==> src/rtl/i2cseq_pkg.sv <==
package i2cseq_pkg;
  localparam int CNT_W = 8;
  localparam int BYTE_W = 8;
  localparam int ADDR_W = 7;

  // control word fields
  localparam int C_ADDR_LSB = 1;
  localparam int C_RD       = 10;
  localparam int C_START    = 13;
  localparam int C_STOP     = 14;
  localparam int C_CNT_LSB  = 16;
  localparam int C_RELOAD   = C_CNT_LSB + CNT_W;

  // internal flag indices
  localparam int FL_TXIS = 0;
  localparam int FL_RXNE = 1;
  localparam int FL_NACK = 2;
  localparam int FL_STOP = 3;
  localparam int FL_TC   = 4;
  localparam int FL_TCR  = 5;
  localparam int FL_BUSY = 6;
  localparam int NFLAG   = 7;

  typedef enum logic [1:0] {
    CMD_START = 2'd0,
    CMD_STOP  = 2'd1,
    CMD_WRITE = 2'd2,
    CMD_READ  = 2'd3
  } bitcmd_e;

  typedef enum logic [3:0] {
    ST_IDLE, ST_START, ST_ADDR, ST_AACK, ST_TXWAIT, ST_TXBIT, ST_TXACK,
    ST_RXBIT, ST_RXHOLD, ST_RXACK, ST_TC, ST_TCR, ST_STOP
  } seq_state_e;
endpackage

==> src/rtl/i2cseq_bitif.sv <==
module i2cseq_bitif
  import i2cseq_pkg::*;
(
  input  logic    clk_i,
  input  logic    rst_ni,
  input  logic    en_i,
  input  logic    go_i,
  input  bitcmd_e cmd_i,
  input  logic    bit_i,
  output logic    idle_o,
  output logic    done_o,
  output logic    rx_o,
  output logic    cmd_valid_o,
  output bitcmd_e cmd_o,
  output logic    cmd_bit_o,
  input  logic    bit_done_i,
  input  logic    bit_rx_i
);
  logic    pend_q;
  bitcmd_e cmd_q;
  logic    bit_q;

  always_ff @(posedge clk_i or negedge rst_ni) begin
    if (!rst_ni) begin
      pend_q <= 1'b0;
      cmd_q  <= CMD_START;
      bit_q  <= 1'b1;
    end else if (!en_i) begin
      pend_q <= 1'b0;
    end else if (!pend_q && go_i) begin
      pend_q <= 1'b1;
      cmd_q  <= cmd_i;
      bit_q  <= bit_i;
    end else if (pend_q && bit_done_i) begin
      pend_q <= 1'b0;
    end
  end

  assign idle_o      = !pend_q;
  assign done_o      = pend_q & bit_done_i;
  assign rx_o        = bit_rx_i;
  assign cmd_valid_o = pend_q;
  assign cmd_o       = cmd_q;
  assign cmd_bit_o   = bit_q;
endmodule

==> src/rtl/i2cseq_flags.sv <==
module i2cseq_flags #(
  parameter int NF = 7
) (
  input  logic          clk_i,
  input  logic          rst_ni,
  input  logic          en_i,
  input  logic [NF-1:0] set_i,
  input  logic [NF-1:0] clr_i,
  output logic [NF-1:0] q_o
);
  for (genvar i = 0; i < NF; i++) begin : g_flag
    logic f_q;
    always_ff @(posedge clk_i or negedge rst_ni) begin
      if (!rst_ni)      f_q <= 1'b0;
      else if (!en_i)   f_q <= 1'b0;
      else if (set_i[i]) f_q <= 1'b1;   // set wins over clear
      else if (clr_i[i]) f_q <= 1'b0;
    end
    assign q_o[i] = f_q;
  end
endmodule

==> src/rtl/i2c_xfer_seq.sv <==
module i2c_xfer_seq
  import i2cseq_pkg::*;
(
  input  logic        clk_i,
  input  logic        rst_ni,
  input  logic        enable_i,
  input  logic [4:0]  ie_i,
  input  logic        ctrl_wr_i,
  input  logic [31:0] ctrl_i,
  input  logic        tx_wr_i,
  input  logic [7:0]  tx_data_i,
  input  logic        rx_rd_i,
  output logic [7:0]  rx_data_o,
  input  logic        clr_wr_i,
  input  logic [31:0] clr_i,
  output logic [15:0] status_o,
  output logic        irq_o,
  output logic        cmd_valid_o,
  output logic [1:0]  cmd_o,
  output logic        cmd_bit_o,
  input  logic        bit_done_i,
  input  logic        bit_rx_i
);
  localparam int BC_W = $clog2(BYTE_W);
  localparam logic [BC_W-1:0] BC_TOP = BC_W'(BYTE_W - 1);

  seq_state_e        st_q, st_d;
  logic [ADDR_W-1:0] addr_q, addr_d;
  logic              rd_q, rd_d, rl_q, rl_d;
  logic [CNT_W-1:0]  cnt_q, cnt_d, rem;
  logic [BYTE_W-1:0] sh_q, sh_d, rxd_q, rxd_d;
  logic [BC_W-1:0]   bc_q, bc_d;
  logic [NFLAG-1:0]  fl, fset, fclr;
  logic              adv, go, gbit, b_idle, b_done, b_rx;
  bitcmd_e           gcmd, b_cmd;

  // control word decode
  logic [ADDR_W-1:0] w_addr;
  logic [CNT_W-1:0]  w_cnt;
  logic              w_rd, w_start, w_stop, w_rl;
  assign w_addr  = ctrl_i[C_ADDR_LSB +: ADDR_W];
  assign w_cnt   = ctrl_i[C_CNT_LSB +: CNT_W];
  assign w_rd    = ctrl_i[C_RD];
  assign w_start = ctrl_i[C_START];
  assign w_stop  = ctrl_i[C_STOP];
  assign w_rl    = ctrl_i[C_RELOAD];

  logic unused_bits;
  assign unused_bits = ^{ctrl_i[31:C_RELOAD+1], ctrl_i[15], ctrl_i[12:11], ctrl_i[9:8],
                         ctrl_i[0], clr_i[31:6], clr_i[3:0]};

  always_comb begin
    st_d = st_q; addr_d = addr_q; rd_d = rd_q; rl_d = rl_q; cnt_d = cnt_q;
    sh_d = sh_q; bc_d = bc_q; rxd_d = rxd_q;
    fset = '0; fclr = '0;
    go = 1'b0; gcmd = CMD_START; gbit = 1'b1;
    adv = 1'b0; rem = cnt_q;
    fclr[FL_RXNE] = rx_rd_i;
    if (clr_wr_i) begin
      fclr[FL_NACK] = clr_i[4];
      fclr[FL_STOP] = clr_i[5];
    end
    unique case (st_q)
      ST_IDLE: if (ctrl_wr_i && w_start) begin
        addr_d = w_addr; rd_d = w_rd; cnt_d = w_cnt; rl_d = w_rl;
        fset[FL_BUSY] = 1'b1;
        st_d = ST_START;
      end
      ST_START: begin
        go = b_idle; gcmd = CMD_START;
        if (b_done) begin
          sh_d = {addr_q, rd_q}; bc_d = BC_TOP; st_d = ST_ADDR;
        end
      end
      ST_ADDR, ST_TXBIT: begin
        go = b_idle; gcmd = CMD_WRITE; gbit = sh_q[BYTE_W-1];
        if (b_done) begin
          sh_d = {sh_q[BYTE_W-2:0], 1'b0};
          bc_d = bc_q - 1'b1;
          if (bc_q == '0) st_d = (st_q == ST_ADDR) ? ST_AACK : ST_TXACK;
        end
      end
      ST_AACK, ST_TXACK: begin
        go = b_idle; gcmd = CMD_READ;
        if (b_done) begin
          if (b_rx) begin
            fset[FL_NACK] = 1'b1; st_d = ST_STOP;
          end else begin
            adv = 1'b1;
            rem = (st_q == ST_TXACK) ? cnt_q - 1'b1 : cnt_q;
          end
        end
      end
      ST_TXWAIT: if (tx_wr_i) begin
        sh_d = tx_data_i; bc_d = BC_TOP; fclr[FL_TXIS] = 1'b1; st_d = ST_TXBIT;
      end
      ST_RXBIT: begin
        go = b_idle; gcmd = CMD_READ;
        if (b_done) begin
          sh_d = {sh_q[BYTE_W-2:0], b_rx};
          bc_d = bc_q - 1'b1;
          if (bc_q == '0) st_d = ST_RXHOLD;
        end
      end
      ST_RXHOLD: if (!fl[FL_RXNE]) begin
        rxd_d = sh_q; fset[FL_RXNE] = 1'b1; st_d = ST_RXACK;
      end
      ST_RXACK: begin
        go = b_idle; gcmd = CMD_WRITE;
        gbit = (cnt_q == CNT_W'(1)) && !rl_q;   // NACK closes a final chunk
        if (b_done) begin
          adv = 1'b1; rem = cnt_q - 1'b1;
        end
      end
      ST_TCR: if (ctrl_wr_i) begin
        fclr[FL_TCR] = 1'b1; rl_d = w_rl; adv = 1'b1; rem = w_cnt;
      end
      ST_TC: if (ctrl_wr_i) begin
        if (w_stop) begin
          fclr[FL_TC] = 1'b1; st_d = ST_STOP;
        end else if (w_start) begin
          fclr[FL_TC] = 1'b1;
          addr_d = w_addr; rd_d = w_rd; cnt_d = w_cnt; rl_d = w_rl;
          st_d = ST_START;
        end
      end
      ST_STOP: begin
        go = b_idle; gcmd = CMD_STOP;
        if (b_done) begin
          fset[FL_STOP] = 1'b1; fclr[FL_BUSY] = 1'b1; st_d = ST_IDLE;
        end
      end
      default: st_d = ST_IDLE;
    endcase
    // chunk bookkeeping after an acknowledged byte or a reload
    if (adv) begin
      cnt_d = rem;
      if (rem == '0) begin
        if (rl_d) begin fset[FL_TCR] = 1'b1; st_d = ST_TCR; end
        else      begin fset[FL_TC]  = 1'b1; st_d = ST_TC;  end
      end else if (rd_q) begin
        bc_d = BC_TOP; st_d = ST_RXBIT;
      end else begin
        fset[FL_TXIS] = 1'b1; st_d = ST_TXWAIT;
      end
    end
  end

  always_ff @(posedge clk_i or negedge rst_ni) begin
    if (!rst_ni) begin
      st_q <= ST_IDLE; addr_q <= '0; rd_q <= 1'b0; rl_q <= 1'b0; cnt_q <= '0;
      sh_q <= '0; bc_q <= '0; rxd_q <= '0;
    end else if (!enable_i) begin
      st_q <= ST_IDLE; addr_q <= '0; rd_q <= 1'b0; rl_q <= 1'b0; cnt_q <= '0;
      sh_q <= '0; bc_q <= '0; rxd_q <= '0;
    end else begin
      st_q <= st_d; addr_q <= addr_d; rd_q <= rd_d; rl_q <= rl_d; cnt_q <= cnt_d;
      sh_q <= sh_d; bc_q <= bc_d; rxd_q <= rxd_d;
    end
  end

  i2cseq_bitif u_bitif (
    .clk_i, .rst_ni, .en_i(enable_i), .go_i(go), .cmd_i(gcmd), .bit_i(gbit),
    .idle_o(b_idle), .done_o(b_done), .rx_o(b_rx),
    .cmd_valid_o, .cmd_o(b_cmd), .cmd_bit_o,
    .bit_done_i, .bit_rx_i
  );
  assign cmd_o = b_cmd;

  i2cseq_flags #(.NF(NFLAG)) u_flags (
    .clk_i, .rst_ni, .en_i(enable_i), .set_i(fset), .clr_i(fclr), .q_o(fl)
  );

  always_comb begin
    status_o     = '0;
    status_o[1]  = fl[FL_TXIS];
    status_o[2]  = fl[FL_RXNE];
    status_o[4]  = fl[FL_NACK];
    status_o[5]  = fl[FL_STOP];
    status_o[6]  = fl[FL_TC];
    status_o[7]  = fl[FL_TCR];
    status_o[15] = fl[FL_BUSY];
  end

  assign irq_o = |(ie_i & {fl[FL_TC] | fl[FL_TCR], fl[FL_STOP], fl[FL_NACK],
                           fl[FL_RXNE], fl[FL_TXIS]});
  assign rx_data_o = rxd_q;
endmodule

==> config.mk <==
export PLATFORM = sky130hd
export DESIGN_NAME = i2c_xfer_seq
export DESIGN_NICKNAME = d
export VERILOG_FILES = /design/src/rtl/i2cseq_pkg.sv /design/src/rtl/i2cseq_bitif.sv /design/src/rtl/i2cseq_flags.sv /design/src/rtl/i2c_xfer_seq.sv
export SDC_FILE = /design/constraint.sdc
export NUM_CORES = 1
export LEC_CHECK = 0
export ABC_CLOCK_PERIOD_IN_PS = 4640
export BUFFER_PORTS_ARGS = -buffer_cell sky130_fd_sc_hd__buf_2
export CORE_UTILIZATION = 55
export CTS_BUF_LIST = sky130_fd_sc_hd__clkbuf_4 sky130_fd_sc_hd__clkbuf_8 sky130_fd_sc_hd__clkbuf_16
export DETAILED_ROUTE_END_ITERATION = 16
export PLACE_DENSITY_LB_ADDON = 0.08
export SETUP_SLACK_MARGIN = 0.2
export SYNTH_ARGS = -nofsm -noshare
export SYNTH_HDL_FRONTEND = slang
export SYNTH_SLANG_ARGS = --single-unit
==> constraint.sdc <==
create_clock -name clk_i -period 4.64 [get_ports clk_i]
set_clock_uncertainty 0.15 [all_clocks]
set_input_delay 0.696 -clock clk_i [delete_from_list [all_inputs] [get_ports clk_i]]
set_output_delay 0.696 -clock clk_i [all_outputs]
set_load 0.01 [all_outputs]
==> impl_metrics.json <==
{
  "fin_tns_setup_ps": 0,
  "hp-class": "input port to asynchronous set/reset pin",
  "drc": 0,
  "fmax_mhz": 297,
  "synth_edf_count": 0,
  "num_vias": 3325,
  "grt_max_degree": 52,
  "syn_area_per_cell_um2": 8.32,
  "die_area_um2": 6660,
  "setup_violations": 0,
  "synth_area_leader_cell": "dfrtp_1",
  "synthTopCellsByCount": "dfrtp_1 (50), nand2_1 (48), nor2_1 (37)",
  "die_x_um": 81.6,
  "initial_core_util": 0.579,
  "p_leak_nw": 1.71,
  "grt-busiest-layer": "met2",
  "grt_util_met1": 0.411,
  "cp_num_buf_inv": 0,
  "die_h_um": 81.6,
  "h-tree-depth": 2,
  "first_iter_violations": 288,
  "fillCellCount": 527,
  "slew_violations": 0,
  "ir_drop_mv": 0.205,
  "ys_warn_count": 0,
  "clkSinkCount": 51,
  "dr.pass1.iters": 5,
  "critPathKind": "flop to flop",
  "final_util": 0.634,
  "cts-buffers-inserted": 5,
  "grt_pass1_wl_um": 14300,
  "maxCapViolations": 0,
  "rsz0062_at_grt": "false",
  "post_cts_buffers": 0,
  "ctsResizeCount": 0,
  "met2_usage": 0.424,
  "crit_fanout": 34,
  "fp-row-count": 28,
  "syn_area_um2": 3490,
  "synth_cell_types": 72,
  "via_per_inst": 6.20,
  "required_ps": 4740,
  "grt_overflow": 0,
  "antenna_found_initial": 0,
  "drive_above_1_share": 0.202,
  "syn_inst": 419,
  "area_delta_synth_final_pct": 9.47,
  "yosysTopAreaCellShare": 0.359,
  "wl_per_cell_um": 16.7,
  "yosysSeqAreaShare": 0.366,
  "fin_crit_ps": 3370,
  "gp_congestion": 0.910,
  "insertedDiodeCount": 0,
  "hold_viol_final": 0,
  "grt_pass1_vias": 2888,
  "async_reset_ff_frac": 1.00,
  "drt_wl_total_um": 8950,
  "clock_latency_ps": 320,
  "worstPathCellList": "and4bb_1, a22oi_2, o2bb2ai_1, nor4_2, o2111ai_2, or4_1, a31oi_1",
  "grt_util_all_layers": 0.281,
  "arrival_ps": 3470,
  "layout.nets": 551,
  "critical_path.top_delay_family": "simple AND/OR/NAND/NOR gates",
  "io-pin-count": 115,
  "p_per_area_nw_per_um2": 410,
  "clock-root-buffer": "clkbuf_8",
  "core_um2": 6030,
  "start_kind": "flop",
  "ys.flop_type": "dfrtp_1",
  "clk_pin_slew_ps": 110,
  "met3_usage": 0.0356,
  "clk_path_buf_depth": 2,
  "slew_headroom": 0.351,
  "postRouteAntennaNets": 0,
  "slowest_delay_ps": 990,
  "numPortBuffers": 62,
  "synthTopCellsByArea": "dfrtp_1 (36%), nand2_1 (5.2%), a21oi_1 (4.9%)",
  "hold_buffers": 0,
  "setup.worst_path.end_class": "flop",
  "status": "complete, no violations",
  "slowest_stage": "dfrtp_1",
  "finalCritPeriodShare": 0.726,
  "hpwl_um": 6290,
  "tightest_slew_ps": 973,
  "yosys_register_bits": 51,
  "cts_tree": "built",
  "yosysMostFrequentCell": "dfrtp_1"
}
[path summary, 6_finish.rpt]
kind                                          to  depth (start not counted)  slack (ps)      start
max                                      st_q[0]                          7        1270    st_q[3]
min                        u_flags.g_flag[2].f_q                          2         320     rst_ni
max reg2reg                              st_q[0]                          7        1270    st_q[3]
min reg2reg                            addr_q[2]                          2         380  addr_q[2]
max in group asynchronous               cnt_q[4]                          2        3560     rst_ni
min in group clk_i                     addr_q[2]                          2         380  addr_q[2]
[final cells by class]
type | count | area [µm²] | share of cell area
multi-input combinational | 319 | 1940 | 0.509
sequential | 51 | 1280 | 0.335
timing repair buffer | 68 | 355 | 0.0931
tap | 75 | 93.8 | 0.0246
clock buffer | 5 | 68.8 | 0.0180
inverter | 15 | 56.3 | 0.0147
clock inverter | 3 | 22.5 | 0.00590
[power breakdown]
part,switching (mW),total [mW],internal (mW)
clock,0.167,0.276,0.109
combinational,0.389,0.645,0.256
sequential,0.123,0.644,0.521
[layer usage]
layer	share of wire	up-vias
li1	-	1593
met1	0.46	1566
met2	0.45	144
met5	0	-
met4	0.023	0
met3	0.066	22
[registers in the layout, indices dropped and copies added, names as in the netlist]
signal / count
cnt_q: 8
rx_data_o: 8
sh_q: 8
addr_q: 7
u_flags.g_flag.f_q: 7
st_q: 4
bc_q: 3
u_bitif.cmd_o: 2
rd_q: 1
rl_q: 1
u_bitif.cmd_bit_o: 1
u_bitif.cmd_valid_o: 1
[worst reg2reg max path: stages, from the launching register on]
cell and delay [ps]:
dfrtp_1 990, and4bb_1 400, a22oi_2 360, o2bb2ai_1 190, nor4_2 240, o2111ai_2 230, or4_1 570, a31oi_1 170
[cells by family after synthesis]
family,after synthesis,synth area share
simple gates,152,0.222
fa+ha+maj,5,0.0179
mux,15,0.0441
other cells,1,0.00108
buf+inv,57,0.0850
xor+xnor,1,0.00251
compound gates,137,0.260
flops,51,0.366
[cells in the final DEF, fill, tap and decap left out, drive strengths merged, types with 3 or more instances in the layout]
master	instances
conb	9
inv	16
a211oi	10
a31oi	11
nor2	37
a22oi	13
a311oi	4
clkbuf	5
nor3	15
o211ai	4
and3	4
o22ai	3
dfrtp	50
a21oi	35
nand2	48
mux2	3
o21ai	33
nor2b	4
and2	5
nor4	7
nand2b	6
o2bb2ai	4
ha	5
nand3	6
mux2i	12
buf	68
[through the flow]
step	total power [mW]	setup WS [ps]	hold slack, ps	area (µm²)	std cells
finish	1.56	1270	315	3820	536
global route	1.68	1050	390	3820	536
CTS	1.56	1320	357	3820	536
detailed placement	1.28	1330	362	3730	528
global placement	1.27	1410	351	3730	528
floorplan	1.12	1990	250	3520	427
(Power assumes the default switching activity.)
